`src/rtl/acc_cpu.sv`:
```
module acc_cpu #(
  parameter int          DW       = 16,
  parameter int          AW       = 12,
  parameter int          DEPTH    = 4,
  parameter logic [11:0] RESET_PC = 12'h000,
  parameter logic [11:0] HANDLER  = 12'h100
) (
  input  logic          clk,
  input  logic          rst_n,
  output logic [AW-1:0] mem_addr,
  output logic          mem_rd,
  output logic          mem_wr,
  output logic [DW-1:0] mem_wdata,
  input  logic [DW-1:0] mem_rdata,
  input  logic          irq,
  output logic          irq_ack,
  input  logic          halt,
  output logic          halted,
  output logic [AW-1:0] dbg_pc,
  output logic [DW-1:0] dbg_ir,
  output logic [DW-1:0] dbg_ac,
  output logic [1:0]    dbg_psw,
  output logic          stk_err
);
  localparam int MW  = DW - 1;
  localparam int SPW = $clog2(DEPTH + 1);
  localparam int IW  = (DEPTH > 1) ? $clog2(DEPTH) : 1;
  localparam int EW  = AW + 2;

  localparam logic [3:0] OP_LD  = 4'b0001;
  localparam logic [3:0] OP_ST  = 4'b0010;
  localparam logic [3:0] OP_ADD = 4'b0101;
  localparam logic [3:0] OP_RET = 4'b1111;

  typedef enum logic [2:0] {
    S_IDLE, S_FETCH, S_FWAIT, S_EXEC, S_EWAIT, S_WB, S_ICHK, S_IACK
  } state_t;

  state_t           state;
  logic [AW-1:0]    pc;
  logic [DW-1:0]    ir, ac, mbr;
  logic             psw_ie, psw_ovf, err;
  logic [SPW-1:0]   sp;
  logic [EW-1:0]    stk [DEPTH];

  wire [3:0]  op      = ir[DW-1:DW-4];
  wire        take    = psw_ie && irq;
  wire        st_full = (sp == SPW'(DEPTH));
  wire        st_emp  = (sp == '0);
  wire [SPW-1:0] sp_m1 = sp - SPW'(1);
  wire [EW-1:0]  top   = stk[sp_m1[IW-1:0]];

  // sign-magnitude adder on AC and MBR
  wire          a_s = ac[DW-1];
  wire          b_s = mbr[DW-1];
  wire [MW-1:0] a_m = ac[MW-1:0];
  wire [MW-1:0] b_m = mbr[MW-1:0];
  wire          same = (a_s == b_s);
  wire [MW:0]   msum = {1'b0, a_m} + {1'b0, b_m};
  wire          a_ge = (a_m >= b_m);
  wire [MW-1:0] mdif = a_ge ? (a_m - b_m) : (b_m - a_m);
  wire [MW-1:0] r_m  = same ? msum[MW-1:0] : mdif;
  wire          r_s  = same ? a_s : (a_ge ? a_s : b_s);
  wire [DW-1:0] sum  = {r_s && (r_m != '0), r_m};
  wire          ovf_n = same && msum[MW];

  assign halted    = (state == S_IDLE);
  assign irq_ack   = (state == S_IACK);
  assign mem_rd    = (state == S_FETCH) ||
                     (state == S_EXEC && (op == OP_LD || op == OP_ADD));
  assign mem_wr    = (state == S_EXEC) && (op == OP_ST);
  assign mem_addr  = (state == S_FETCH) ? pc : ir[AW-1:0];
  assign mem_wdata = ac;
  assign dbg_pc    = pc;
  assign dbg_ir    = ir;
  assign dbg_ac    = ac;
  assign dbg_psw   = {psw_ovf, psw_ie};
  assign stk_err   = err;

  always_ff @(posedge clk) begin
    if (!rst_n) begin
      state   <= S_IDLE;
      pc      <= RESET_PC;
      ir      <= '0;
      ac      <= '0;
      mbr     <= '0;
      psw_ie  <= 1'b1;
      psw_ovf <= 1'b0;
      err     <= 1'b0;
      sp      <= '0;
    end else begin
      case (state)
        S_IDLE:  if (!halt) state <= S_FETCH;
        S_FETCH: state <= S_FWAIT;
        S_FWAIT: begin
          ir    <= mem_rdata;
          mbr   <= mem_rdata;
          pc    <= pc + AW'(1);
          state <= S_EXEC;
        end
        S_EXEC: begin
          state <= S_ICHK;
          if (op == OP_LD || op == OP_ADD) state <= S_EWAIT;
          if (op == OP_RET) begin
            if (st_emp) err <= 1'b1;
            else begin
              {psw_ovf, psw_ie, pc} <= top;
              sp <= sp_m1;
            end
          end
        end
        S_EWAIT: begin
          mbr   <= mem_rdata;
          state <= S_WB;
        end
        S_WB: begin
          if (op == OP_LD) ac <= mbr;
          else begin
            ac      <= sum;
            psw_ovf <= ovf_n;
          end
          state <= S_ICHK;
        end
        S_ICHK: begin
          if (take)      state <= S_IACK;
          else if (halt) state <= S_IDLE;
          else           state <= S_FETCH;
        end
        S_IACK: begin
          if (st_full) err <= 1'b1;
          else begin
            sp     <= sp + SPW'(1);
            pc     <= HANDLER;
            psw_ie <= 1'b0;
          end
          state <= halt ? S_IDLE : S_FETCH;
        end
        default: state <= S_IDLE;
      endcase
    end
  end

  always_ff @(posedge clk) begin
    if (rst_n && state == S_IACK && !st_full)
      stk[sp[IW-1:0]] <= {psw_ovf, psw_ie, pc};
  end


  halted_quiet_chk: assert property (@(posedge clk) disable iff (!rst_n)
    halted |-> (!mem_rd && !mem_wr));

  halt_hold_chk: assert property (@(posedge clk) disable iff (!rst_n)
    (halted && halt) |=> (halted && $stable(pc) && $stable(ac)));

  pc_step_chk: assert property (@(posedge clk) disable iff (!rst_n)
    (state == S_FWAIT) |=> (pc == AW'($past(pc) + AW'(1))));

  ack_req_chk: assert property (@(posedge clk) disable iff (!rst_n)
    irq_ack |-> $past(irq && psw_ie));

  ack_vec_chk: assert property (@(posedge clk) disable iff (!rst_n)
    (irq_ack && !st_full) |=> (!psw_ie && pc == HANDLER && !irq_ack));

  ie_off_chk: assert property (@(posedge clk) disable iff (!rst_n)
    (state == S_ICHK && !psw_ie) |=> !irq_ack);

  no_negzero_chk: assert property (@(posedge clk) disable iff (!rst_n)
    (state == S_WB && op == OP_ADD) |=> (ac != {1'b1, {MW{1'b0}}}));

  sp_bound_chk: assert property (@(posedge clk) disable iff (!rst_n)
    sp <= SPW'(DEPTH));

  strobe_excl_chk: assert property (@(posedge clk) disable iff (!rst_n)
    !(mem_rd && mem_wr));
endmodule

```
`config.mk`:
```
export PLATFORM = sky130hd
export DESIGN_NAME = acc_cpu
export DESIGN_NICKNAME = d
export VERILOG_FILES = /design/src/rtl/acc_cpu.sv
export SDC_FILE = /design/constraint.sdc
export NUM_CORES = 1
export LEC_CHECK = 0
export CAP_MARGIN = 20
export CORE_AREA = 2 2 140 101
export CTS_CLUSTER_DIAMETER = 120
export CTS_CLUSTER_SIZE = 16
export DETAILED_ROUTE_END_ITERATION = 10
export DIE_AREA = 0 0 142 103
export MAX_ROUTING_LAYER = met4
export PLACE_DENSITY = 0.89
export SYNTH_ARGS = -nofsm -noshare
export SYNTH_HDL_FRONTEND = slang
export SYNTH_SLANG_ARGS = --single-unit
```
`constraint.sdc`:
```
create_clock -name clk -period 6.8 [get_ports clk]
set_input_delay 2.04 -clock clk [delete_from_list [all_inputs] [get_ports clk]]
set_output_delay 2.04 -clock clk [all_outputs]
set_load 0.02 [all_outputs]
```
==> impl_metrics.csv, run 1 <==
group,metric,value,unit
clock_tree,clock-sinks,125,
power,p_leak,3.57,nW
critical_path,critPathMaxStageDelay,560,ps
die,row_count,36,
layout,n_fill_cell,937,
sta,max_freq,206,MHz
sta,layout_min_cycle_time,4850,ps
logic_synthesis,synth-seq-cells,125,
die,dieArea,0.0146,mm²
logic_synthesis,ys_warn_count,0,
global_route,grt_pass1_vias,6481,
clock_tree,post_cts_resize_count,0,
placed_design,placedInstanceArea,0.00891,mm²
layout,nNetsFinal,984,
clock_tree,hold_buffers,0,
sta,finalHoldViolCount,0,
die,io-pin-count,99,
clock_tree,cts_max_path_buffers,2,
logic_synthesis,async_reset_ff_share,0,%
route,wire_per_inst,21.9,µm
sta,tightest_slew,1200,ps
critical_path,endpoint,"mem_addr[7]",
critical_path,crit_slowest_cell,"clkdlybuf4s50_1",
route,drt_iter0_markers,1024,
critical_path,arrival,2810,ps
placed_design,port_buffers,98,
critical_path,r2r_end,"dbg_ac[15]",
sta,hold_slack,473,ps
logic_synthesis,synth.largest_area_cell,"edfxtp_1",
logic_synthesis,synth_area_leaders,"edfxtp_1, dfxtp_1, ha_1",
critical_path,cp.required,4760,ps
global_route,grt_overflow,0,
die,die_w,142,µm
route,drc,0,
logic_synthesis,netlist_top_cells_count,"nand2_1, dfxtp_1, a21oi_1",
layout,synthToLayoutAreaGrowth,19.5,%
critical_path,reg2regPathDepth,11,
critical_path,endpoint_kind,"output pin",
critical_path,timing.critical_path.buf_inv,2,
clock_tree,cts_buffers,17,
critical_path,cp_num_cells,5,
global_route,antenna_found_initial,0,
placed_design,dpl.hpwl,16.3,mm
global_route,grt_max_degree,73,
sta,final-setup-viol-count,0,
layout,fin_area,0.00957,mm²
logic_synthesis,syn_area,0.00801,mm²
logic_synthesis,synth_edf_count,56,
die,dieHeight,103,µm
sta,fin_skew,8.57,ps
layout,n_antenna_cell,0,
route,viasPerCell,6.47,
critical_path,cp-startpoint,"state[0]",
logic_synthesis,synth_nets,925,
global_route,grt.total_usage,33.9,%
logic_synthesis,syn_area_per_cell,9.47,µm²
critical_path,r2r_start,"dbg_ac[10]",
clock_tree,cts_htree_levels,4,
route,drt.antenna.violating_nets,0,
critical_path,cp_top_family,"buffers and inverters",
layout,final_layout_size_suffix_gt1_share,11.0,%
power,vdd_ir_drop_max,0.207,mV
sta,final_max_slew_viol_count,0,
worst_hold_path,hp-class,"flip-flop to flip-flop",
critical_path,r2r_slack,2790,ps
critical_path,critPathKind,"flip-flop to output pin",
power,power_density,253,mW/mm²
logic_synthesis,synth.distinct_cells,79,
placed_design,gp_congestion,0.987,
die,core,0.0135,mm²
global_route,grt_first_pass_wirelength,36.5,mm
status,status,"finished clean",
route,vias,7043,
critical_path,crit_fanout,11,
flow_run,max_cap_viol_count,0,
logic_synthesis,syn_inst,846,
sta,relSlewSlack,19.2,%
clock_tree,cts_tree,"built",
sta,post-route-period-util,71.4,%
route,firstDrtPassIters,6,
clock_tree,clk_latency,420,ps
critical_path,worstPathCellList,"nand2_1 -> nor2_1 -> buf_4 -> mux2_2 -> clkdlybuf4s50_1",
logic_synthesis,synth_top_area_share,21.0,%
clock_tree,cts_setup_buffers,0,
logic_synthesis,ys_seq_area_share,38.2,%
logic_synthesis,synth_most_common_cell,"nand2_1",
die,initial_core_util,59.5,%
clock_tree,cts-root-buf,"clkbuf_16",
clock_tree,cts.clk_slew.worst_paths,60,ps
logic_synthesis,ys.flop_type,"dfxtp_1",
critical_path,startpoint_type,"flip-flop",
sta,fin_tns_setup,0,ps
route,drt_wl_total,23.9,mm
sta,rsz0062_at_grt,"false",
[state kept, by name, summed over array words and instances, names as in the netlist]
register and count:
stk 56, dbg_ac 16, dbg_ir 16, mbr 16
dbg_pc 12, sp 3, state 3, psw_ie 1
psw_ovf 1, stk_err 1
[metal layers]
layer,global-route usage (%),wire length [µm]
met4,11.4,568
met2,47.7,10200
met5,-,0
met3,9.52,2980
met1,47.2,10200
[cell usage in the layout (no fill, tap or decap), drive strengths merged, types with 6 or more instances in the layout]
master,instances
o211a,6
o21ai,41
a211oi,10
ha,56
nand4,8
and2,15
clkbuf,18
o21a,7
a31oi,12
a21oi,66
nor3b,8
xnor2,11
dfxtp,69
nor4,7
o211ai,15
nor3,13
edfxtp,56
mux2,16
a21o,6
inv,54
nand2,80
mux4,14
nor2,60
nor2b,28
clkdlybuf4s50,97
nand3,15
mux2i,22
a21boi,19
buf,9
o21bai,6
[worst reg2reg max path: cells and delay by family (launching register included)]
family | cells | cell delay, ps
fa+ha+maj | 1 | 480
compound gates | 5 | 1490
buf+inv | 2 | 350
mux | 1 | 370
simple gates | 2 | 750
flops | 1 | 440
[cell type report]
| type | count | area [µm²] | area share (%) |
|---|---|---|---|
| multi-input combinational | 607 | 4430 | 46.2 |
| sequential | 125 | 3060 | 32.0 |
| timing repair buffer | 106 | 1060 | 11.0 |
| clock buffer | 18 | 429 | 4.48 |
| tap | 171 | 214 | 2.23 |
| clock inverter | 14 | 206 | 2.16 |
| inverter | 48 | 180 | 1.88 |
[per-stage QoR]
step           power [mW]  std cells  setup slack [ps]  utilization (%)
2_1_floorplan        1.25        846              3050                -
3_3_place_gp         1.41       1056              2580             66.2
3_5_place_dp         1.42       1056              2440             66.2
4_1_cts              2.40       1088              2010             70.9
5_1_grt              2.49       1089              1870             71.1
6_report             2.42       1089              1950             71.1
[worst min-delay path by stage]
stage | start | slack (ps) | cells past startpoint | to
floorplan | psw_ovf | 480 | 0 | stk[0][13]
global placement | stk_err | 450 | 1 | stk_err
detailed placement | stk_err | 460 | 1 | stk_err
CTS | stk_err | 480 | 1 | stk_err
global route | stk_err | 480 | 1 | stk_err
finish | stk_err | 470 | 1 | stk_err
[cell families after synthesis]
group	after synthesis	synth area share [%]
XOR/XNOR	16	1.75
AO/OA/AOI/OAI	225	19.0
flip-flops	125	38.2
AND/OR/NAND/NOR	255	15.9
adder cells (fa/ha/maj)	59	9.50
multiplexers	52	8.98
buffers and inverters	114	6.62
[power breakdown]
group	internal (mW)	switching, mW
clock	0.623	0.362
combinational	0.231	0.367
sequential	0.801	0.0351
Power figures use the tool's default switching activity.
==> run 2, diff against run 1 <==
CORE_AREA = 2 2 145 105   (was 2 2 140 101)
DIE_AREA = 0 0 147 107   (was 0 0 142 103)
PLACE_DENSITY = 0.83   (was 0.89)
clock period = 5 ns   (was 6.8 ns; I/O delays follow)
==> impl_metrics.csv, run 2 (synthesized netlist as in run 1, its figures left out) <==
group,metric,value,unit
status,status,"finished clean",
die,row_count,37,
clock_tree,cts.clk_slew.worst_paths,60,ps
layout,mostFrequentLayoutCell,"clkdlybuf4s50_1",
layout,largest_reg_flops,56,
global_route,grt_first_pass_wirelength,36.9,mm
power,power_density,339,mW/mm²
die,core,0.0144,mm²
critical_path,endpoint_kind,"output pin",
critical_path,critPathMaxStageDelay,560,ps
sta,max_freq,237,MHz
clock_tree,cts_max_path_buffers,2,
clock_tree,hold_buffers,0,
placed_design,placedInstanceArea,0.00896,mm²
critical_path,cp_top_family,"buffers and inverters",
route,wire_per_inst,21.3,µm
critical_path,worstPathCellList,"nand2_1 -> nor2_1 -> buf_4 -> mux2_2 -> clkdlybuf4s50_1",
sta,final_max_slew_viol_count,0,
critical_path,timing.critical_path.buf_inv,2,
route,drc,0,
power,vdd_ir_drop_max,0.248,mV
clock_tree,cts-root-buf,"clkbuf_16",
die,die_w,147,µm
clock_tree,cts_setup_buffers,0,
clock_tree,cts_buffers,17,
sta,tightest_slew,1130,ps
critical_path,crit_fanout,11,
global_route,grt.total_usage,31.4,%
layout,final_layout_size_suffix_gt1_share,11.3,%
critical_path,arrival,2710,ps
route,drt_wl_total,23.7,mm
die,initial_core_util,55.8,%
global_route,grt_pass1_vias,6504,
global_route,grt_max_degree,41,
critical_path,critPathKind,"flip-flop to output pin",
sta,final-setup-viol-count,0,
placed_design,dpl.hpwl,16.5,mm
critical_path,cp.required,3500,ps
route,drt_iter0_markers,1032,
layout,fin_area,0.00959,mm²
placed_design,port_buffers,98,
die,io-pin-count,99,
sta,fin_tns_setup,0,ps
clock_tree,cts_tree,"built",
layout,n_antenna_cell,0,
sta,layout_min_cycle_time,4210,ps
die,dieHeight,107,µm
clock_tree,post_cts_resize_count,0,
route,viasPerCell,6.25,
critical_path,crit_slowest_cell,"clkdlybuf4s50_1",
clock_tree,cts_htree_levels,4,
die,dieArea,0.0157,mm²
sta,relSlewSlack,24.3,%
layout,synthToLayoutAreaGrowth,19.7,%
sta,fin_skew,11.9,ps
power,p_leak,3.56,nW
sta,finalHoldViolCount,0,
clock_tree,clock-sinks,125,
placed_design,gp_congestion,0.977,
layout,nNetsFinal,987,
route,vias,6978,
layout,n_fill_cell,1102,
flow_run,max_cap_viol_count,0,
route,drt.antenna.violating_nets,0,
route,firstDrtPassIters,5,
global_route,grt_overflow,0,
sta,rsz0062_at_grt,"false",
critical_path,startpoint_type,"flip-flop",
worst_hold_path,hp-class,"flip-flop to flip-flop",
layout,most-common-layout-cells,"clkdlybuf4s50_1, nand2_1, dfxtp_1",
clock_tree,clk_latency,430,ps
global_route,antenna_found_initial,0,
sta,post-route-period-util,84.3,%
-- run 2: path summary, 6_finish.rpt --
kind / start / end / slack, ps / cells after the start
worst max-delay path: state[0] / mem_addr[3] / 790 / 5
worst min-delay path: dbg_ir[2] / dbg_ir[2] / 480 / 2
worst max register to register: dbg_ac[10] / dbg_ac[15] / 1220 / 11
worst min register to register: dbg_ir[2] / dbg_ir[2] / 480 / 2
-- run 2: area by class of cell --
class                      instances  area [µm²]  share of cell area [%]
multi-input combinational        607        4430                    46.2
clock inverter                    14         180                    1.88
clock buffer                      18         429                    4.48
tap                              195         244                    2.54
sequential                       125        3060                    31.9
timing repair buffer             109        1070                    11.1
inverter                          48         180                    1.88
-- run 2: power breakdown --
part / leakage, nW / total (mW) / switching (mW) / internal, mW
combinational: 2.20 / 0.807 / 0.491 / 0.316
sequential: 1.06 / 1.14 / 0.0460 / 1.09
clock: 0.299 / 1.31 / 0.511 / 0.796
total: 3.56 / 3.25 / 1.05 / 2.20
-- run 2: layer usage --
layer	global-route usage, %	part of all wire [%]
met1	46.6	47
met2	43.2	41
met3	6.64	9.8
met4	9.07	2.2
met5	-	0
-- run 2: through the flow --
step | total power, mW | utilization [%] | hold WS (ps) | setup slack, ps | cells
after floorplan | 1.70 | - | 478 | 1790 | 846
after global placement | 1.92 | 62.4 | 454 | 1300 | 1082
after detailed placement | 1.93 | 62.5 | 475 | 1260 | 1083
after CTS | 3.23 | 66.7 | 484 | 799 | 1115
after global routing | 3.36 | 66.8 | 503 | 649 | 1116
final | 3.25 | 66.8 | 482 | 786 | 1116
-- run 2: worst min-delay path: stages (launching register included) --
cell and delay [ps]:
dfxtp_1 320, nand2_1 50, a21boi_0 60
==> run 3, diff against run 2 <==
clock period = 4.15 ns   (was 5 ns; I/O delays follow)
==> impl_metrics.csv, run 3 (synthesized netlist as in run 1, its figures left out) <==
group,metric,value,unit
global_route,antenna_found_initial,0,
sta,fin_tns_setup,0,ps
global_route,grt_first_pass_wirelength,36.2,mm
route,drt_wl_total,23.6,mm
placed_design,dpl_worst_slack,481,ps
route,wire_per_inst,21.1,µm
clock_tree,clock-sinks,125,
placed_design,dpl.hpwl,16.3,mm
sta,tightest_slew,915,ps
clock_tree,cts.clk_slew.worst_paths,60,ps
die,core,0.0144,mm²
power,power_density,406,mW/mm²
placed_design,place_inst,1087,
layout,instances_no_fill,1120,
clock_tree,cts_tree,"built",
global_route,grt_overflow,0,
status,status,"finished clean",
clock_tree,cts_max_path_buffers,2,
layout,fin_area,0.00962,mm²
sta,finalHoldViolCount,0,
critical_path,arrival,2720,ps
critical_path,crit_fanout,11,
clock_tree,cts_buffers,17,
sta,max_freq,252,MHz
clock_tree,hold_buffers,0,
layout,final_layout_size_suffix_gt1_share,11.7,%
critical_path,startpoint_type,"flip-flop",
worst_hold_path,hp-class,"flip-flop to flip-flop",
layout,largest_reg_flops,56,
sta,fin_skew,9.31,ps
die,row_count,37,
route,firstDrtPassIters,6,
layout,most-common-layout-cells,"clkdlybuf4s50_1, nand2_1, dfxtp_1",
layout,n_antenna_cell,0,
sta,final-setup-viol-count,0,
clock_tree,cts_setup_buffers,0,
die,io-pin-count,99,
layout,final-seq-area,0.00306,mm²
global_route,grt_pass1_vias,6276,
flow_run,max_cap_viol_count,0,
sta,final_max_slew_viol_count,0,
layout,final_util,67.1,%
layout,multi_input_area,0.00443,mm²
placed_design,placedInstanceArea,0.00899,mm²
route,drc,0,
clock_tree,post_cts_resize_count,0,
clock_tree,cts_htree_levels,4,
layout,n_fill_cell,1104,
sta,layout_min_cycle_time,3960,ps
sta,post-route-period-util,95.5,%
route,viasPerCell,6.26,
placed_design,port_buffers,98,
critical_path,critPathKind,"flip-flop to output pin",
die,initial_core_util,55.8,%
critical_path,endpoint_kind,"output pin",
die,die_w,147,µm
sta,rsz0062_at_grt,"false",
die,dieHeight,107,µm
route,drt.antenna.violating_nets,0,
global_route,grt_max_degree,72,
layout,mostFrequentLayoutCell,"clkdlybuf4s50_1",
global_route,grt.total_usage,31.0,%
layout,nNetsFinal,991,
clock_tree,clk_latency,420,ps
clock_tree,cts-root-buf,"clkbuf_16",
die,dieArea,0.0157,mm²
layout,synthToLayoutAreaGrowth,20.2,%
sta,relSlewSlack,39.0,%
route,drt_iter0_markers,748,
power,p_leak,3.59,nW
sta,timing.final.ws_setup,185,ps
placed_design,gp_congestion,1.01,
critical_path,cp.required,2900,ps
power,vdd_ir_drop_max,0.325,mV
route,vias,7007,
[run 3: cell type report]
cell class                 count  area share (%)
clock inverter                14            1.92
tap                          195            2.54
sequential                   125            31.8
inverter                      48            1.87
timing repair buffer         113            11.4
clock buffer                  18            4.46
multi-input combinational    607            46.0
[run 3: power breakdown]
group | switching (mW) | internal (mW)
Clock | 0.610 | 0.960
Combinational | 0.587 | 0.384
Sequential | 0.0545 | 1.31
Total | 1.25 | 2.66
[run 3: routing by layer]
layer	vias to the layer above	share of wire, %	GRT usage (%)
met1	3349	46	46.3
met4	0	2.2	9.68
li1	3175	-	-
met5	-	0	-
met3	52	12	7.36
met2	431	40	41.3
[run 3: worst paths after layout]
kind,depth (start not counted),slack (ps),to,startpoint
worst max register to register,11,290,dbg_ac[15],dbg_ac[12]
worst min-delay path,2,480,dbg_ir[6],dbg_ir[6]
worst max-delay path,5,190,mem_addr[3],state[0]
worst min register to register,2,480,dbg_ir[6],dbg_ir[6]
[run 3: critical path: stages (launching register included)]
cell and delay (ps):
dfxtp_1 540, nand2_1 180, nor2_1 360, buf_4 300, mux2_2 350, clkdlybuf4s50_1 560
[run 3: metrics by stage]
step	total power, mW	hold slack (ps)
finish	3.91	483
global route	4.03	509
CTS	3.88	480
detailed placement	2.32	467
global placement	2.32	454
floorplan	2.05	478
